--- src/rtl/quad_deriv_pkg.sv ---
package quad_deriv_pkg;
  typedef enum logic {
    MODE_FINE   = 1'b0,
    MODE_COARSE = 1'b1
  } deriv_mode_e;

  typedef struct packed {
    logic capture;
    logic coarse;
  } deriv_ctrl_t;
endpackage

--- src/rtl/quad_deriv_ctrl.sv ---
module quad_deriv_ctrl
  import quad_deriv_pkg::*;
(
  input  logic        clk,
  input  logic        rst_n,
  input  logic        inValid,
  input  logic        coarseMode,
  output deriv_ctrl_t ctrl,
  output logic        outValid
);
  deriv_mode_e modeSel;

  always_comb begin
    modeSel      = deriv_mode_e'(coarseMode);
    ctrl.capture = inValid;
    ctrl.coarse  = inValid && (modeSel == MODE_COARSE);
  end

  always_ff @(posedge clk or negedge rst_n) begin
    if (!rst_n) outValid <= 1'b0;
    else        outValid <= inValid;
  end


  valid_follow_chk: assert property (@(posedge clk) disable iff (!rst_n)
    inValid |=> outValid);

  valid_drop_chk: assert property (@(posedge clk) disable iff (!rst_n)
    !inValid |=> !outValid);
endmodule

--- src/rtl/quad_deriv_path.sv ---
module quad_deriv_path
  import quad_deriv_pkg::*;
#(
  parameter int LANES = 32,
  parameter int DW    = 16
) (
  input  logic                clk,
  input  logic                rst_n,
  input  deriv_ctrl_t         ctrl,
  input  logic [LANES*DW-1:0] inData,
  input  logic [LANES-1:0]    coverMask,
  output logic [LANES*DW-1:0] dxOut,
  output logic [LANES*DW-1:0] dyOut,
  output logic [LANES-1:0]    wrEn
);
  localparam int QUADS = LANES / 4;
  localparam int QW    = 4 * DW;

  function automatic logic [DW-1:0] satSub(input logic [DW-1:0] a, input logic [DW-1:0] b);
    logic [DW:0] d;
    d = {a[DW-1], a} - {b[DW-1], b};
    if (d[DW] != d[DW-1])
      return d[DW] ? {1'b1, {(DW-1){1'b0}}} : {1'b0, {(DW-1){1'b1}}};
    return d[DW-1:0];
  endfunction

  for (genvar q = 0; q < QUADS; q++) begin : g_quad
    logic [DW-1:0] topLeft, topRight, botLeft, botRight;
    logic [DW-1:0] dxTop, dxBot, dyLeft, dyRight;
    logic [DW-1:0] dxNext [4];
    logic [DW-1:0] dyNext [4];
    logic [DW-1:0] dxReg  [4];
    logic [DW-1:0] dyReg  [4];

    assign topLeft  = inData[(4*q+0)*DW +: DW];
    assign topRight = inData[(4*q+1)*DW +: DW];
    assign botLeft  = inData[(4*q+2)*DW +: DW];
    assign botRight = inData[(4*q+3)*DW +: DW];

    always_comb begin
      dxTop   = satSub(topRight, topLeft);
      dxBot   = satSub(botRight, botLeft);
      dyLeft  = satSub(botLeft, topLeft);
      dyRight = satSub(botRight, topRight);
      dxNext[0] = dxTop;
      dxNext[1] = dxTop;
      dxNext[2] = ctrl.coarse ? dxTop : dxBot;
      dxNext[3] = ctrl.coarse ? dxTop : dxBot;
      dyNext[0] = dyLeft;
      dyNext[2] = dyLeft;
      dyNext[1] = ctrl.coarse ? dyLeft : dyRight;
      dyNext[3] = ctrl.coarse ? dyLeft : dyRight;
    end

    always_ff @(posedge clk or negedge rst_n) begin
      if (!rst_n) begin
        for (int k = 0; k < 4; k++) begin
          dxReg[k] <= '0;
          dyReg[k] <= '0;
        end
      end else if (ctrl.capture) begin
        for (int k = 0; k < 4; k++) begin
          dxReg[k] <= dxNext[k];
          dyReg[k] <= dyNext[k];
        end
      end
    end

    for (genvar k = 0; k < 4; k++) begin : g_lane
      assign dxOut[(4*q+k)*DW +: DW] = dxReg[k];
      assign dyOut[(4*q+k)*DW +: DW] = dyReg[k];
    end


    coarse_uniform_chk: assert property (@(posedge clk) disable iff (!rst_n)
      ctrl.capture && ctrl.coarse |=>
        dxOut[4*q*DW +: QW] == {4{dxOut[4*q*DW +: DW]}} &&
        dyOut[4*q*DW +: QW] == {4{dyOut[4*q*DW +: DW]}});

    fine_row_chk: assert property (@(posedge clk) disable iff (!rst_n)
      ctrl.capture |=>
        dxOut[(4*q+0)*DW +: DW] == dxOut[(4*q+1)*DW +: DW] &&
        dxOut[(4*q+2)*DW +: DW] == dxOut[(4*q+3)*DW +: DW]);

    fine_col_chk: assert property (@(posedge clk) disable iff (!rst_n)
      ctrl.capture |=>
        dyOut[(4*q+0)*DW +: DW] == dyOut[(4*q+2)*DW +: DW] &&
        dyOut[(4*q+1)*DW +: DW] == dyOut[(4*q+3)*DW +: DW]);
  end

  always_ff @(posedge clk or negedge rst_n) begin
    if (!rst_n) wrEn <= '0;
    else        wrEn <= ctrl.capture ? coverMask : '0;
  end


  wren_mask_chk: assert property (@(posedge clk) disable iff (!rst_n)
    ctrl.capture |=> wrEn == $past(coverMask));

  wren_idle_chk: assert property (@(posedge clk) disable iff (!rst_n)
    !ctrl.capture |=> wrEn == '0);

  hold_chk: assert property (@(posedge clk) disable iff (!rst_n)
    !ctrl.capture |=> $stable(dxOut) && $stable(dyOut));
endmodule

--- src/rtl/quad_deriv_unit.sv ---
module quad_deriv_unit
  import quad_deriv_pkg::*;
#(
  parameter int LANES = 32,
  parameter int DW    = 16
) (
  input  logic                clk,
  input  logic                rst_n,
  input  logic                inValid,
  input  logic                coarseMode,
  input  logic [LANES*DW-1:0] inData,
  input  logic [LANES-1:0]    coverMask,
  output logic                outValid,
  output logic [LANES*DW-1:0] dxOut,
  output logic [LANES*DW-1:0] dyOut,
  output logic [LANES-1:0]    wrEn
);
  deriv_ctrl_t ctrl;

  quad_deriv_ctrl ctrl_i (
    .clk        (clk),
    .rst_n      (rst_n),
    .inValid    (inValid),
    .coarseMode (coarseMode),
    .ctrl       (ctrl),
    .outValid   (outValid)
  );

  quad_deriv_path #(.LANES(LANES), .DW(DW)) path_i (
    .clk       (clk),
    .rst_n     (rst_n),
    .ctrl      (ctrl),
    .inData    (inData),
    .coverMask (coverMask),
    .dxOut     (dxOut),
    .dyOut     (dyOut),
    .wrEn      (wrEn)
  );

  initial begin
    lanes_quad_chk: assert (LANES % 4 == 0);
  end
endmodule

--- config.mk ---
export PLATFORM = sky130hd
export DESIGN_NAME = quad_deriv_unit
export DESIGN_NICKNAME = d
export VERILOG_FILES = /design/src/rtl/quad_deriv_pkg.sv /design/src/rtl/quad_deriv_ctrl.sv /design/src/rtl/quad_deriv_path.sv /design/src/rtl/quad_deriv_unit.sv
export SDC_FILE = /design/constraint.sdc
export NUM_CORES = 2
export LEC_CHECK = 0
export BUFFER_PORTS_ARGS = -buffer_cell sky130_fd_sc_hd__buf_4
export CAP_MARGIN = 40
export CORE_AREA = 2 2 626 628
export CTS_CLUSTER_DIAMETER = 200
export DETAILED_ROUTE_END_ITERATION = 6
export DIE_AREA = 0 0 628 630
export PLACE_DENSITY_LB_ADDON = 0.3
export RECOVER_POWER = 50
export SLEW_MARGIN = 10
export SYNTH_ARGS = -nofsm -noshare
export SYNTH_HDL_FRONTEND = slang
export SYNTH_SLANG_ARGS = --single-unit
--- constraint.sdc ---
create_clock -name clk -period 1 [get_ports clk]
set_input_delay 0.2 -clock clk [delete_from_list [all_inputs] [get_ports clk]]
set_output_delay 0.2 -clock clk [all_outputs]
set_load 0.02 [all_outputs]
* Word-level counts from Yosys, hierarchy flattened
Cells that the tools add are included.
** Cells by class
- Add/sub/neg operators :: 32
- Eq/ne operators :: 32
- Multiplexer cells :: 145
- Reductions and logical operators :: 1
** Operators with widths (number)
- $mux W16 :: 112
- $sub A16 B16 Y17 :: 32
- $mux W1 :: 32
- $mux W32 :: 1
- $ne A1 B1 Y1 :: 32
- $logic_and A1 B1 Y1 :: 1
** Storage, ports and cells
- Register bits after elaboration :: 545
- Bits of input ports :: 548
- Output and inout bits :: 1057
- Logic and storage cells :: 244

* Depth between registers and ports, before layout
- Depth after elaboration :: 5
- Mapped depth :: 14
- Gate-level depth less buffers :: 12

* Modules after synthesis
From an unflattened synthesis, not the netlist that was laid out.
** Unflattened totals
- Cell total of the unflattened synthesis :: 6425
- Area, all modules :: 52818.2 um2
** By module, submodules not included
- quad_deriv_path :: instances 1, cells an instance 6422, area an instance 52779.4 um2, sequential area each 13613.1 um2
- quad_deriv_ctrl :: instances 1, cells an instance 3, area an instance 38.8 um2, sequential area each 25.0 um2

* Worst setup path after synthesis
OpenSTA, ideal clock, no wires.
- Path type :: input port to flip-flop
- Start point :: in inData[112]
- End point :: reg path_i.g_quad[1].dxReg (netlist bit path_i.dxOut[96])
- Library setup time :: 0.124 ns
- Arrival time :: 2.963 ns
- Required time :: 0.876 ns
- Slack :: -2.087 ns
- Stages :: 13
- Path buffers :: 1
- Cell sequence :: inv_1 > ha_1 > inv_1 > fa_1 > a211o_1 > a2111oi_4 > o21ai_1 > a31o_2 > a221oi_4 > mux2i_2 > and2_1 > buf_6 > a211o_1
** Between the ends
- Longest elaborated chain between the ends :: 5
- Elaborated cells on any way between the ends :: 7
- Those cells by class :: 1 x add/sub; 1 x eq/ne; 5 x mux
** Ends and longest elaborated chain
- start: declaration :: line quad_deriv_unit.sv:11 : input logic [LANES*DW-1:0] inData,
- $sub A16 B16 Y17 * :: line quad_deriv_path.sv:21 : d = {a[DW-1], a} - {b[DW-1], b};
- $mux W16 / $ne A1 B1 Y1 (equally long branches) :: line quad_deriv_path.sv:23, quad_deriv_path.sv:22
- $mux W16 / $mux W1 (equally long branches) :: line quad_deriv_path.sv:22 : if (d[DW] != d[DW-1])
- $mux W16 * :: line quad_deriv_path.sv:24 : return d[DW-1:0];
- $mux W16 * :: line quad_deriv_path.sv:47 : dxNext[2] = ctrl.coarse ? dxTop : dxBot;
- end signal: indexed assignment :: line quad_deriv_path.sv:63 : dxReg[k] <= dxNext[k];
- end: declaration :: line quad_deriv_path.sv:32 : logic [DW-1:0] dxReg [4];
Mark *: on every way between the ends. The rest lies on a longest branch, timed or not. The select of a mux whose other input is x is not followed.
A chain may end at the register's enable or synchronous reset.

* Worst setup path after layout
- Start point :: in inData[195]
- End point :: reg path_i.g_quad[3].dxReg (netlist bit path_i.dxOut[230])
** Between the ends
- Longest elaborated chain between the ends :: 5
- Elaborated cells on any way between the ends :: 7
- Those cells by class :: 1 x add/sub; 1 x eq/ne; 5 x mux
** Ends and longest elaborated chain (line)
- $sub A16 B16 Y17 * :: quad_deriv_path.sv:21
- $mux W16 / $ne A1 B1 Y1 (equally long branches) :: quad_deriv_path.sv:23, quad_deriv_path.sv:22
- $mux W16 / $mux W1 (equally long branches) :: quad_deriv_path.sv:22
- $mux W16 * :: quad_deriv_path.sv:24
- $mux W16 * :: quad_deriv_path.sv:47
- end signal: indexed assignment :: quad_deriv_path.sv:63
- end: declaration :: quad_deriv_path.sv:32
Marks and branches as above.

==> metrics.txt <==
actual slew at the worst max-slew pin 1.028 ns; HPWL after detailed placement 329.2 mm; vias in the first global route 63510; Post-synth EDFFs 0; routed wire length per instance 24.91 µm; Post-Synthesis Cells approximately 6500; total via count in the routed design 63210; number of flip-flops and latches in the synthesized netlist 545; DR pass1 iterations 7; result of the run finished with violations; number of I/O pins 1605; worst hold slack across all endpoints -0.09152 ns; netlist area before placement 53510 µm²; Tot Pwr 158500 µW; Final nets 11050; total gr overflow 0; remaining max-slew budget at the tightest pin 0.3147; number of violations reported at the end of detailed-routing iteration 0 3837; number of CTS-inserted buffers 81; buffer type at the clock tree root clkbuf_16; worst skew pair latency 0.78 ns; detail-routed via count per cell ~4.1; worst-case register-to-register setup slack -0.14 ns; total count of hold-check failures in the final report 7; largest net degree at the start of global routing 76; clock tree from TritonCTS done; DR DRC count 12; mean instance size in the synthesized netlist 8.226 µm²; minimum clock period 2.314 ns; family with the most delay on the worst path compound AO/OA/AOI/OAI gates; Critical R2R Capture path_i.dxOut[487]; # Max-Cap Violations 0; Die Span X 628 µm; Min-Delay Path Class in2reg; HP Start inData[305]; leading cell type in the layout, fill and taps excluded buf_4; first-pass GRT wire length between 500 and 600 mm; cells traversed along the worst timing path buf_8 -> clkinvlp_4 -> ha_4 -> o21a_1 -> o31ai_4 -> a2111o_1 -> buf_6 -> a211o_4 -> a211oi_4 -> o22ai_2 -> a2111oi_2 -> o221ai_1; critical path endpoint category register; leakage dissipation 0.04619 µW; power density normalized to cell area approximately 1600 nW/µm²; chip height 630 µm; final critical-path share of the clock period 2.314; largest driver fanout on the critical path 3; Starting Density 0.1378; Post-Route WL between 300 and 400 mm; longest individual stage delay on the worst path 0.42 ns; kind of start point of the critical path primary input; Min-Delay Endpoint path_i.dxOut[289]; top_reg_cell synth dfrtp_1; CP max stage cell a2111o_1; clock edge transition at the registers on the reported setup and hold paths 0.06 ns; number of distinct library cell variants in the gate-level netlist after synthesis 98; CTS sink count 545; data required time at the worst endpoint 1.61 ns; Async S/R FF share, synth 1.000; fin. max-slew vios 0; remaining antenna violation count after routing 0; buffers added on ports 1604; kind of critical path in2reg; combined buffer and inverter count along the critical path 3; Layout Area Growth over Synthesis 83.41%; RSZ-0062 raised after global routing yes; instance count along the most critical hold path 4; Clock H-tree levels 3; maximum buffer depth of the clock tree 4; Post-Syn Nets 7597; Final WS setup -1.314 ns; clock skew 0 ns; number of cell rows 229; core area 388200 µm²; antenna violations before repair 67; final setup vio count approximately 2000; most frequent cells in the layout buf_4 (3642), dfrtp_1 (545), inv_1 (511); violations in the final reports DRC, hold timing, setup timing; Ys Warns 0; Worst Reg2Reg Path Length in Cells 3; startpoint of the worst-slack reg-to-reg timing path path_i.dxOut[487]; fraction of layout cells with a size suffix above 1 0.5157; largest vdd supply drop 0.001221 V; sequential share of the synthesized area 0.2549; sum of negative setup slack -1269.13 ns; gp weighted congestion around 0.97; critical path data arrival time 2.92 ns; die area 395600 µm²; GRT Resource Usage Total 0.1820; highest achievable clock rate 0.4322 GHz
[flip-flops by register name, indices dropped and copies added (netlist names)]
register	flops
ctrl_i.outValid	1
path_i.dyOut	256
path_i.dxOut	256
path_i.wrEn	32
[area by class of cell]
cell class | instances | area (µm²)
Antenna cell | 26 | 65.06
Clock inverter | 36 | 525.5
Inverter | 603 | 2547
Sequential cell | 545 | 13640
Tap cell | 5197 | 6502
Timing Repair Buffer | 4057 | 33110
Multi-Input combinational cell | 4665 | 39480
Fill cell | 42560 | 290100
Clock buffer | 107 | 2267
[logic make-up after synthesis]
family,count (synthesis),synth area share
AO/OA/AOI/OAI,2127,0.2746
XOR/XNOR,359,0.05876
adder cells (fa/ha/maj),566,0.1358
buffers and inverters,1300,0.1278
flip-flops,545,0.2549
multiplexers,62,0.01265
AND/OR/NAND/NOR,1546,0.1355
[per-layer routing]
metal  track usage  wire [µm]
met5             0        149
met4       0.07845      19430
met3       0.03258      19480
met2        0.3299     191700
met1        0.2077     148800
[per-stage QoR]
| stage | util | hold slack (ns) | setup slack, ns | cells | area, µm² |
|---|---|---|---|---|---|
| 6_report | 0.2528 | -0.09152 | -1.314 | 15240 | 98140 |
| 5_1_grt | 0.2527 | -0.1294 | -1.336 | 15230 | 98130 |
| 4_1_cts | 0.2421 | -0.1836 | -1.263 | 15100 | 93990 |
| 3_5_place_dp | 0.2237 | 0.1807 | -2.363 | 14800 | 86860 |
| 3_3_place_gp | 0.2237 | 0.1893 | -2.340 | 14800 | 86840 |
| 2_1_floorplan | - | -0.09559 | -1.917 | 6505 | 55070 |
[Yosys cell counts, types with 32 or more instances]
cell / n / area (µm²)
fa_1: 32 / 640.6
a31oi_1: 42 / 262.8
a211oi_1: 75 / 563.0
o21a_1: 120 / 900.9
o21bai_1: 38 / 285.3
inv_1: 603 / 2263
ha_1: 512 / 6406
o21ai_0: 368 / 1842
and3_1: 43 / 269.0
xor2_1: 135 / 1182
a21oi_1: 478 / 2392
dfrtp_1: 545 / 13640
o31ai_1: 32 / 240.2
xnor2_1: 224 / 1962
a21o_1: 189 / 1419
clkbuf_1: 162 / 608.1
nor2b_1: 81 / 506.7
o2bb2ai_1: 90 / 788.3
o221ai_1: 37 / 324.1
o2111ai_1: 71 / 621.9
buf_4: 515 / 3866
a211o_1: 41 / 359.1
o211ai_1: 167 / 1254
nor3_1: 81 / 405.4
nand3_1: 128 / 640.6
and2_1: 66 / 412.9
nor2_1: 462 / 1734
nand2_1: 446 / 1674
or3_1: 36 / 225.2
mux2_2: 39 / 439.2
nand2b_1: 83 / 519.3
a21boi_0: 32 / 240.2
[repair_timing]
item	CTS	global route
buffers inserted	99	122
hold buffers	57	2
gates cloned	14	8
gates resized for setup	666	751
endpoints found under the setup margin	1569	1569
hold endpoints to repair	624	11
pin swaps	279	375
[worst max path at each step]
stage / from / cells after the start / end
6_report: inData[195] / 12 / path_i.dxOut[230]
5_1_grt: inData[195] / 12 / path_i.dxOut[230]
4_1_cts: inData[80] / 15 / path_i.dxOut[96]
3_5_place_dp: inData[195] / 13 / path_i.dxOut[198]
3_3_place_gp: inData[195] / 13 / path_i.dxOut[198]
2_1_floorplan: inData[112] / 13 / path_i.dxOut[96]
[power by group]
group | total, µW | switching (µW) | internal (µW)
clock network | 31600 | 12800 | 18800
registers | 35000 | 8100 | 26900
logic | 91900 | 50000 | 41800
total | 158000 | 70900 | 87600
[worst min-delay path, delay by kind of cell]
kind                     cells  cell delay [ns]
buffers and inverters        1             0.10
adder cells (fa/ha/maj)      1             0.20
AO/OA/AOI/OAI                2             0.12
Power figures use the tool's default switching activity.
